File: config.mk
export PLATFORM = sky130hd
export DESIGN_NAME = result_serializer
export DESIGN_NICKNAME = d
export VERILOG_FILES = /design/src/rtl/rsz_pkg.sv /design/src/rtl/rsz_hold.sv /design/src/rtl/rsz_fsm.sv /design/src/rtl/rsz_words.sv /design/src/rtl/result_serializer.sv
export SDC_FILE = /design/constraint.sdc
export NUM_CORES = 1
export LEC_CHECK = 0
export CAP_MARGIN = 0
export CORE_ASPECT_RATIO = 0.8
export CORE_MARGIN = 1.5
export CORE_UTILIZATION = 40
export DETAILED_ROUTE_END_ITERATION = 16
export DONT_BUFFER_PORTS = 1
export PLACE_DENSITY = 0.6
export SLEW_MARGIN = 25
export SYNTH_ARGS = -nofsm -noshare
export SYNTH_HDL_FRONTEND = slang
export SYNTH_HIERARCHICAL = 1
export SYNTH_SLANG_ARGS = --single-unit
File: constraint.sdc
create_clock -name clk -period 4.7 [get_ports clk]
set_clock_uncertainty 0.05 [all_clocks]
set_input_delay 0.705 -clock clk [delete_from_list [all_inputs] [get_ports clk]]
set_output_delay 0.705 -clock clk [all_outputs]
set_load 0.01 [all_outputs]
File: src/rtl/rsz_pkg.sv
package rsz_pkg;

    localparam int STAT_W = 32;
    localparam int IDX_W  = 26;

    // Bit order is fixed by the downstream decoder: index at bottom, full at top.
    typedef struct packed {
        logic             full;
        logic             match;
        logic             aged_q;
        logic             learned_q;
        logic             proc_wex;
        logic             sync_wex;
        logic [IDX_W-1:0] index;
    } status_t;

    typedef enum logic [1:0] {
        ST_IDLE = 2'd0,
        ST_LEAD = 2'd1,
        ST_SHOW = 2'd2
    } rsz_state_e;

endpackage

File: src/rtl/rsz_hold.sv
module rsz_hold
    import rsz_pkg::*;
#(
    parameter int DATA_W = 80
) (
    input  logic              clk,
    input  logic              rst_n,
    input  logic              in_valid,
    input  logic [DATA_W-1:0] in_data,
    input  status_t           in_stat,
    input  logic              load,
    output logic              in_ready,
    output logic              pend,
    output logic [DATA_W-1:0] q_data,
    output status_t           q_stat
);

    logic full_q;
    logic accept;

    assign accept   = in_valid && !full_q;
    assign in_ready = !full_q;
    assign pend     = full_q;

    always_ff @(posedge clk or negedge rst_n) begin
        if (!rst_n) begin
            full_q <= 1'b0;
            q_data <= '0;
            q_stat <= '0;
        end else if (accept) begin
            full_q <= 1'b1;
            q_data <= in_data;
            q_stat <= in_stat;
        end else if (load) begin
            full_q <= 1'b0;
        end
    end

    // taking a result closes the door for the next cycle
    assert_take_blocks_R8: assert property (@(posedge clk) disable iff (!rst_n)
        (in_valid && in_ready) |=> !in_ready);

    // a waiting result is neither lost nor overwritten
    assert_hold_stable_R8: assert property (@(posedge clk) disable iff (!rst_n)
        (pend && !load) |=> (pend && $stable(q_data) && $stable(q_stat)));

    // the sequencer only loads when something is waiting
    assert_load_needs_entry_R8: assert property (@(posedge clk) disable iff (!rst_n)
        load |-> pend);

endmodule

File: src/rtl/rsz_fsm.sv
module rsz_fsm
    import rsz_pkg::*;
#(
    parameter int  SLOTS = 4,
    localparam int IW    = (SLOTS > 1) ? $clog2(SLOTS) : 1
) (
    input  logic          clk,
    input  logic          rst_n,
    input  logic          pend,
    input  logic          cfg_early,
    input  logic          adv_n,
    output logic          load,
    output logic [IW-1:0] pos,
    output logic          show,
    output logic          valid_n
);

    localparam logic [IW-1:0] LAST = IW'(SLOTS - 1);

    rsz_state_e    state_q, state_d;
    logic [IW-1:0] pos_q, pos_d;
    logic          first_q, first_d;

    always_ff @(posedge clk or negedge rst_n) begin
        if (!rst_n) begin
            state_q <= ST_IDLE;
            pos_q   <= '0;
            first_q <= 1'b0;
        end else begin
            state_q <= state_d;
            pos_q   <= pos_d;
            first_q <= first_d;
        end
    end

    always_comb begin
        state_d = state_q;
        pos_d   = pos_q;
        first_d = 1'b0;
        unique case (state_q)
            ST_IDLE: begin
                if (pend) begin
                    pos_d = '0;
                    if (cfg_early) begin
                        state_d = ST_LEAD;
                    end else begin
                        state_d = ST_SHOW;
                        first_d = 1'b1;
                    end
                end
            end
            ST_LEAD: begin
                state_d = ST_SHOW;
                pos_d   = '0;
            end
            ST_SHOW: begin
                if (!adv_n) begin
                    if (pos_q == LAST) begin
                        state_d = ST_IDLE;
                        pos_d   = '0;
                    end else begin
                        pos_d = pos_q + IW'(1);
                    end
                end
            end
            default: begin
                state_d = ST_IDLE;
                pos_d   = '0;
            end
        endcase
    end

    always_comb begin
        load    = (state_q == ST_IDLE) && pend;
        show    = (state_q == ST_SHOW);
        valid_n = !((state_q == ST_LEAD) || ((state_q == ST_SHOW) && first_q));
        pos     = pos_q;
    end

    // the strobe never stays low past one cycle
    assert_one_low_cycle_R5: assert property (@(posedge clk) disable iff (!rst_n)
        !valid_n |=> valid_n);

    // an early strobe is followed by the first word
    assert_lead_then_show_R5: assert property (@(posedge clk) disable iff (!rst_n)
        (state_q == ST_LEAD) |=> ((state_q == ST_SHOW) && (pos_q == '0)));

    // without an advance the shown word stays put
    assert_hold_word_R6: assert property (@(posedge clk) disable iff (!rst_n)
        ((state_q == ST_SHOW) && adv_n) |=> ((state_q == ST_SHOW) && $stable(pos_q)));

    // advancing past the last word ends the frame
    assert_end_idle_R7: assert property (@(posedge clk) disable iff (!rst_n)
        ((state_q == ST_SHOW) && (pos_q == LAST) && !adv_n) |=> (state_q == ST_IDLE));

    // the word pointer never leaves the frame
    assert_pos_range_R2: assert property (@(posedge clk) disable iff (!rst_n)
        pos_q <= LAST);

endmodule

File: src/rtl/rsz_words.sv
module rsz_words
    import rsz_pkg::*;
#(
    parameter int  DATA_W = 80,
    parameter int  PORT_W = 32,
    localparam int N_DW   = (DATA_W + PORT_W - 1) / PORT_W,
    localparam int N_SW   = STAT_W / PORT_W,
    localparam int SLOTS  = N_DW + N_SW,
    localparam int IW     = (SLOTS > 1) ? $clog2(SLOTS) : 1,
    localparam int PAD_W  = N_DW * PORT_W
) (
    input  logic              clk,
    input  logic              rst_n,
    input  logic              load,
    input  logic              cfg_stat_first,
    input  logic [DATA_W-1:0] in_data,
    input  status_t           in_stat,
    input  logic [IW-1:0]     pos,
    output logic [PORT_W-1:0] word
);

    logic [DATA_W-1:0] act_data_q;
    logic [STAT_W-1:0] act_stat_q;
    logic              sf_q;
    logic [PAD_W-1:0]  pad;

    logic [PORT_W-1:0] dw      [N_DW];
    logic [PORT_W-1:0] sw      [N_SW];
    logic [PORT_W-1:0] slot_sf [SLOTS];
    logic [PORT_W-1:0] slot_df [SLOTS];

    always_ff @(posedge clk or negedge rst_n) begin
        if (!rst_n) begin
            act_data_q <= '0;
            act_stat_q <= '0;
            sf_q       <= 1'b0;
        end else if (load) begin
            act_data_q <= in_data;
            act_stat_q <= in_stat;
            sf_q       <= cfg_stat_first;
        end
    end

    generate
        if (PAD_W > DATA_W) begin : g_pad
            assign pad = {{(PAD_W - DATA_W){1'b0}}, act_data_q};
        end else begin : g_nopad
            assign pad = act_data_q;
        end

        for (genvar d = 0; d < N_DW; d++) begin : g_dw
            assign dw[d] = pad[d*PORT_W +: PORT_W];
        end

        for (genvar s = 0; s < N_SW; s++) begin : g_sw
            assign sw[s] = act_stat_q[s*PORT_W +: PORT_W];
        end

        for (genvar g = 0; g < SLOTS; g++) begin : g_slot
            if (g < N_SW) begin : g_sf_stat
                assign slot_sf[g] = sw[g];
            end else begin : g_sf_data
                assign slot_sf[g] = dw[g - N_SW];
            end
            if (g < N_DW) begin : g_df_data
                assign slot_df[g] = dw[g];
            end else begin : g_df_stat
                assign slot_df[g] = sw[g - N_DW];
            end
        end
    endgenerate

    assign word = sf_q ? slot_sf[pos] : slot_df[pos];

    // word order is frozen for the life of a frame
    assert_order_locked_R4: assert property (@(posedge clk) disable iff (!rst_n)
        !load |=> ($stable(sf_q) && $stable(act_data_q) && $stable(act_stat_q)));

endmodule

File: src/rtl/result_serializer.sv
module result_serializer
    import rsz_pkg::*;
#(
    parameter int DATA_W = 80,
    parameter int PORT_W = 32
) (
    input  logic              clk,
    input  logic              rst_n,
    input  logic              cfg_stat_first,
    input  logic              cfg_early_strobe,
    input  logic              in_valid,
    output logic              in_ready,
    input  logic [DATA_W-1:0] in_result,
    input  logic [IDX_W-1:0]  in_index,
    input  logic              in_swex,
    input  logic              in_pwex,
    input  logic              in_learned,
    input  logic              in_aged,
    input  logic              in_match,
    input  logic              in_full,
    input  logic              adv_n,
    input  logic              oe_n,
    output logic [PORT_W-1:0] dout,
    output logic              dout_en,
    output logic              dout_valid_n
);

    localparam int N_DW  = (DATA_W + PORT_W - 1) / PORT_W;
    localparam int N_SW  = STAT_W / PORT_W;
    localparam int SLOTS = N_DW + N_SW;
    localparam int IW    = (SLOTS > 1) ? $clog2(SLOTS) : 1;

    status_t           in_stat;
    status_t           q_stat;
    logic [DATA_W-1:0] q_data;
    logic              pend;
    logic              load;
    logic              show;
    logic [IW-1:0]     pos;
    logic [PORT_W-1:0] word;

    always_comb begin
        in_stat.full      = in_full;
        in_stat.match     = in_match;
        in_stat.aged_q    = in_aged;
        in_stat.learned_q = in_learned;
        in_stat.proc_wex  = in_pwex;
        in_stat.sync_wex  = in_swex;
        in_stat.index     = in_index;
    end

    rsz_hold #(.DATA_W(DATA_W)) u_hold (
        .clk      (clk),
        .rst_n    (rst_n),
        .in_valid (in_valid),
        .in_data  (in_result),
        .in_stat  (in_stat),
        .load     (load),
        .in_ready (in_ready),
        .pend     (pend),
        .q_data   (q_data),
        .q_stat   (q_stat)
    );

    rsz_fsm #(.SLOTS(SLOTS)) u_fsm (
        .clk       (clk),
        .rst_n     (rst_n),
        .pend      (pend),
        .cfg_early (cfg_early_strobe),
        .adv_n     (adv_n),
        .load      (load),
        .pos       (pos),
        .show      (show),
        .valid_n   (dout_valid_n)
    );

    rsz_words #(.DATA_W(DATA_W), .PORT_W(PORT_W)) u_words (
        .clk            (clk),
        .rst_n          (rst_n),
        .load           (load),
        .cfg_stat_first (cfg_stat_first),
        .in_data        (q_data),
        .in_stat        (q_stat),
        .pos            (pos),
        .word           (word)
    );

    assign dout    = (show && !oe_n) ? word : '0;
    assign dout_en = !oe_n;

endmodule

# == Word-level counts from Yosys, hierarchy flattened ==
# Index checks and enable logic that the tools add are counted.
# word_totals
reg_bits,231
out_inout_bits,35
word_cells,58
# classes
add_sub_neg,1
n_mux,22
reduce_logical,12
n_lt_le_gt_ge,1
n_bitwise,1
n_eq_ne,6
# op_table
op,n
32-bit two-way mux,6
32-bit binary-select mux with 2-bit select,2
2-bit two-way mux,7
2-bit case mux with 3 select lines,1
1-bit two-way mux,5
2-bit == test (second input constant),2
1-bit logical AND,4
2-bit inequality test (second input constant),2
2-bit case mux with 2 select lines,1
3-bit >= comparator (second input constant),1
1-bit logical NOT,3
2-bit inverter with 3-bit output,1
3-bit AND reduction,1
2-bit by 1-bit adder with 2-bit output (second input constant),1
2-bit by 1-bit == test with 1-bit output (second input constant),1
2-bit logical NOT,1
2-bit by 1-bit inequality test with 1-bit output (second input constant),1
2-bit AND reduction,1
2-bit nonzero test,1
1-bit logical OR,1

# == Depth between registers and ports, before layout ==
# logic_depth
word_depth,6
depth_mapped,7
depth_no_buf,4

# == Cells and area by module ==
# Netlist, hierarchy kept.
# modules_own_cells
mod,cells_each,area_each_um2,n_inst
rsz_words,485,6015.8,1
rsz_hold,241,4513.1,1
result_serializer,39,320.3,1
rsz_fsm,25,254.0,1

# == Worst setup path after synthesis ==
# No wires, ideal clock.
# synth_timing
path_kind,flip-flop to output port
from,register u_words.sf_q
to,output dout[22]
stages_incl_launch_ff,8
path_slack_ns,2.517
arrival_ns,1.428
n_path_buf,3
cell_sequence,dfrtp_1 -> buf_6 -> and2b_1 -> buf_4 -> buf_4 -> a22oi_1 -> mux2i_1 -> and3b_2
# synth_via
elab_chain_len,2
# synth_rtl
item,line_no,text
"start, declared",rsz_words.sv:24,logic sf_q;
"start signal, assigned",rsz_words.sv:40,sf_q <= cfg_stat_first;
32-bit two-way mux,rsz_words.sv:73,assign word = sf_q ? slot_sf[pos] : slot_df[pos];
net word[22],result_serializer.sv:40,logic [PORT_W-1:0] word;
32-bit two-way mux,result_serializer.sv:88,assign dout = (show && !oe_n) ? word : '0;
"end, declared",result_serializer.sv:23,"output logic [PORT_W-1:0] dout,"
# The timed path passes the listed nets, and every way through them passes these cells.

# == Final worst setup path ==
# layout_timing
from,"register u_fsm.pos_q[0], in the netlist u_fsm/pos[0]"
to,output dout[30]
# layout_via
elab_chain_len,6
# layout_rtl
item,line_no,text
"start, declared",rsz_fsm.sv:21,"logic [IW-1:0] pos_q, pos_d;"
"start signal, assigned",rsz_fsm.sv:31,pos_q <= pos_d;
2-bit inverter with 3-bit output (implied by the code) (*),rsz_words.sv:73,
32-bit binary-select mux with 2-bit select,rsz_words.sv:73,
32-bit two-way mux (implied by the code) (2 in a row),rsz_words.sv:73,
32-bit two-way mux (*),rsz_words.sv:73,
net word[30],result_serializer.sv:40,
32-bit two-way mux (*),result_serializer.sv:88,
# The timed path passes the listed nets; every way through them passes the cells marked *. The select of a mux whose other input is x is not followed.

==> results summary <==
The run finished, with violations left. The checks that failed: negative hold slack. The share of final-layout standard cells stronger than drive strength 1 came out at 0.381. The worst slew margin relative to its limit came out at 0.322. After synthesis, the share of flip-flops with an asynchronous set or reset is 1.00. The critical path is of the reg -> out type. Across all layers, the routed design uses 6,224 vias.

After clock tree synthesis, the clock-pin slew on the worst setup and hold paths is 0.06 ns. The total wirelength of the detailed-routed design is 24,600 µm. The first routing iteration left 322 violations. The pin slew with the least headroom to its limit came out at 1.01 ns. The number of resized instances in the post-cts repair step is 0. The internal power summed over all cells came out at 6.15 mW. The number of distinct standard cells referenced by the synthesized netlist came out at 41. The net switching component of the power came out at 3.21 mW.

For the finished layout, the period the worst path requires is 3.91 ns. The overall die height is 152 µm. The maximum number of pins on one net before global-route repair came out at 232.

The sequential fraction of the synthesis area came out at 0.521. STA classifies the critical path endpoint as a primary output. The full die area is 28,800 µm². The number of antenna violations at the first check in global routing is 4. The net count reported at finish is 879. In the post-synthesis netlist, the biggest area contributors are dfrtp_1 (52%), mux2_2 (16%), mux2_4 (9.3%). The average instance in the mapped netlist occupies 14.1 µm². The met3 wire length came out at 1520 µm. The required arrival time at the worst endpoint came out at 3.94 ns. The wire length of the first global-routing pass came out at 38,500 µm. Of the total power, the clock network draws 0.200.

In this run the top signal layer used is met5. In this run the remaining antenna-violating nets after routing total 0. The top cell type's share of synthesized area is 0.521. The power density over the cells is 783 nW/µm². The period utilization came out at 0.831. The worst IR drop on VDD is 0.606 mV.

The worst hold-check slack came out at -0.176 ns. The max-slew violation total from the final report is 0. The post-synth net total came out at 910. The total of flip-flops plus latches after synthesis is 231. Detailed placement finished with a half-perimeter wire length of 14,900 µm. The number of search-and-repair iterations in the first detailed-routing pass is 4. The growth of design area from synthesis to finish came out at 7.67%. The number of standard cells after synthesis came out at 790. The mapped cell area is 11,100 µm². For this run, design rule violations remaining after detail routing come to 0. The worst setup path is launched from a flop. The number of warnings issued by yosys is 6. The number of buffers inserted by post-CTS setup repair is 0. The maximum fanout along the worst path came out at 37. The largest total area in the synthesized netlist belongs to dfrtp_1. The detailed-routed wire length on met2 is 10,400 µm.

Of the total power, the share spent switching nets is 0.343. After detailed routing, the average wire length per cell comes to 21.6 µm. The setup TNS is 0 ns.

The sequential share of power is 0.417. The vias per cell came out at 5.46. The total power consumption of the routed design came out at 9.36 mW. The TritonCTS buffer count is 25.

The achievable clock frequency came out at 256 MHz. The overall track demand over capacity in global routing is 0.171. At the end of the flow the core is filled with cells to 0.438.

The last weighted congestion value of the routability-driven placer came out at 0.761. The logic gate share of total power came out at 0.384. The arrival time at the worst endpoint is 3.15 ns. Measured along the x axis, the die boundary spans 189 µm. The number of global-route vias before repair is 6,163. The I/O pin total is 154. The overflow left after global routing came out at 0. In the synthesized netlist, the cells that appear most often are dfrtp_1 (231), mux2_2 (154), mux2_4 (69), mux2i_1 (62), buf_2 (39). For this design the static power due to leakage is 5.20 nW. The number of H-tree branching levels came out at 1. In this run, synthesis inferred 0 flip-flops with an integrated enable.

The final hold violation count came out at 231. The later pin in the worst-skew pair is clocked with a latency of 0.53 ns. Across the run, the number of max-cap violations was 0.

The path class of the tightest hold or removal check is in -> async. dfrtp_1 is the most common cell in the netlist. For this block, wires on met1 add up to 12,200 µm. The initial utilization of the core area, before any placement, comes to 0.407. The initialized floorplan defines 54 standard-cell rows.

The total area inside the core boundary comes to 27,300 µm². Setup repair after global routing left no endpoint under its margin. The root buffer cell is clkbuf_16. The setup-violating endpoint count in the final report came out at 0. For this design, the sink count on the clock tree is 231. Among all flip-flop cells after synthesis, the most frequent one is dfrtp_1. The number of buffers added on ports is 0. The number of fillers in the final layout is 2,510.

The CTS tree is done. The number of buffers on the longest clock path came out at 3.
[per-stage QoR]
step                setup slack [ns]  instances  area (µm²)
floorplan                       2.52        790       11100
global placement                1.37       1096       11200
detailed placement              1.40       1096       11200
CTS                            0.804       1138       12000
global route                   0.632       1138       12000
finish                         0.794       1139       12000
[metal layers]
metal,vias up,GRT usage
li1,2842,-
met1,3168,0.258
met2,176,0.244
met3,32,0.0490
met4,6,0.0336
met5,-,0
[power by group through the flow]
| stage | Sequential [mW] | Combinational (mW) | Clock, mW |
|---|---|---|---|
| after global routing | 4.06 | 3.89 | 2.04 |
| after global placement | 3.92 | 3.53 | 0 |
| after detailed placement | 3.94 | 3.60 | 0 |
| after floorplan | 3.45 | 3.38 | 0 |
| final | 3.90 | 3.59 | 1.87 |
| after CTS | 3.91 | 3.62 | 1.95 |
[worst max-delay path: stages, from the launching register on]
cell and delay [ns]:
dfrtp_2 0.96, nor2b_2 0.83, a22oi_1 0.20, mux2i_1 0.34
and3b_1 0.27
[path summary, 6_finish.rpt]
check,cells after the start,from,slack (ns),end
min in group clk,1,cfg_early_strobe,0.19,u_fsm/first_q
max in group asynchronous,0,rst_n,4.33,u_hold/q_data[48]
max,4,u_fsm/pos[0],0.79,dout[30]
min reg2reg,2,u_hold/q_stat[15],0.44,u_words/act_stat_q[15]
max reg2reg,4,u_hold/pend,2.61,u_words/act_data_q[32]
min,0,rst_n,-0.18,u_hold/q_data[58]
[cell type report]
| type | count | area, µm² | area share |
|---|---|---|---|
| tap | 364 | 455 | 0.0381 |
| sequential | 231 | 5790 | 0.484 |
| timing repair buffer | 6 | 57.6 | 0.00481 |
| clock buffer | 33 | 726 | 0.0607 |
| multi-input combinational | 474 | 4790 | 0.401 |
| inverter | 21 | 78.8 | 0.00659 |
| clock inverter | 9 | 53.8 | 0.00450 |
| antenna | 1 | 2.50 | 0.000209 |
[layout by cell type, fill, tap and decap left out, types with 7 or more instances in the layout]
cell type	count
mux2i_1	62
a221oi_2	10
dfrtp_1	228
a22oi_1	16
o21ai_0	18
a221oi_1	7
a21oi_1	19
clkbuf_8	7
clkbuf_16	25
nand2_1	18
mux2_2	154
inv_1	20
and3b_1	27
mux2_4	69
a2bb2oi_1	16
o31ai_1	16
o22ai_1	16
[state kept, by name (all words and copies together) (netlist names)]
name / flops
u_words/act_stat_q: 32
u_words/sf_q: 1
u_words/act_data_q: 80
u_fsm/first_q: 1
u_fsm/state_q: 2
u_fsm/pos: 2
u_hold/pend: 1
u_hold/q_stat: 32
u_hold/q_data: 80
[cell families after synthesis]
kind of cell               after synthesis  share of synthesized area
AOI/OAI and AO/OA                      123                     0.0825
adders and majority gates                1                    0.00113
buffers and inverters                   85                     0.0500
DFF                                    231                      0.521
muxes                                  285                      0.305
and+or+nand+nor                         65                     0.0403
(Power assumes the default switching activity.)
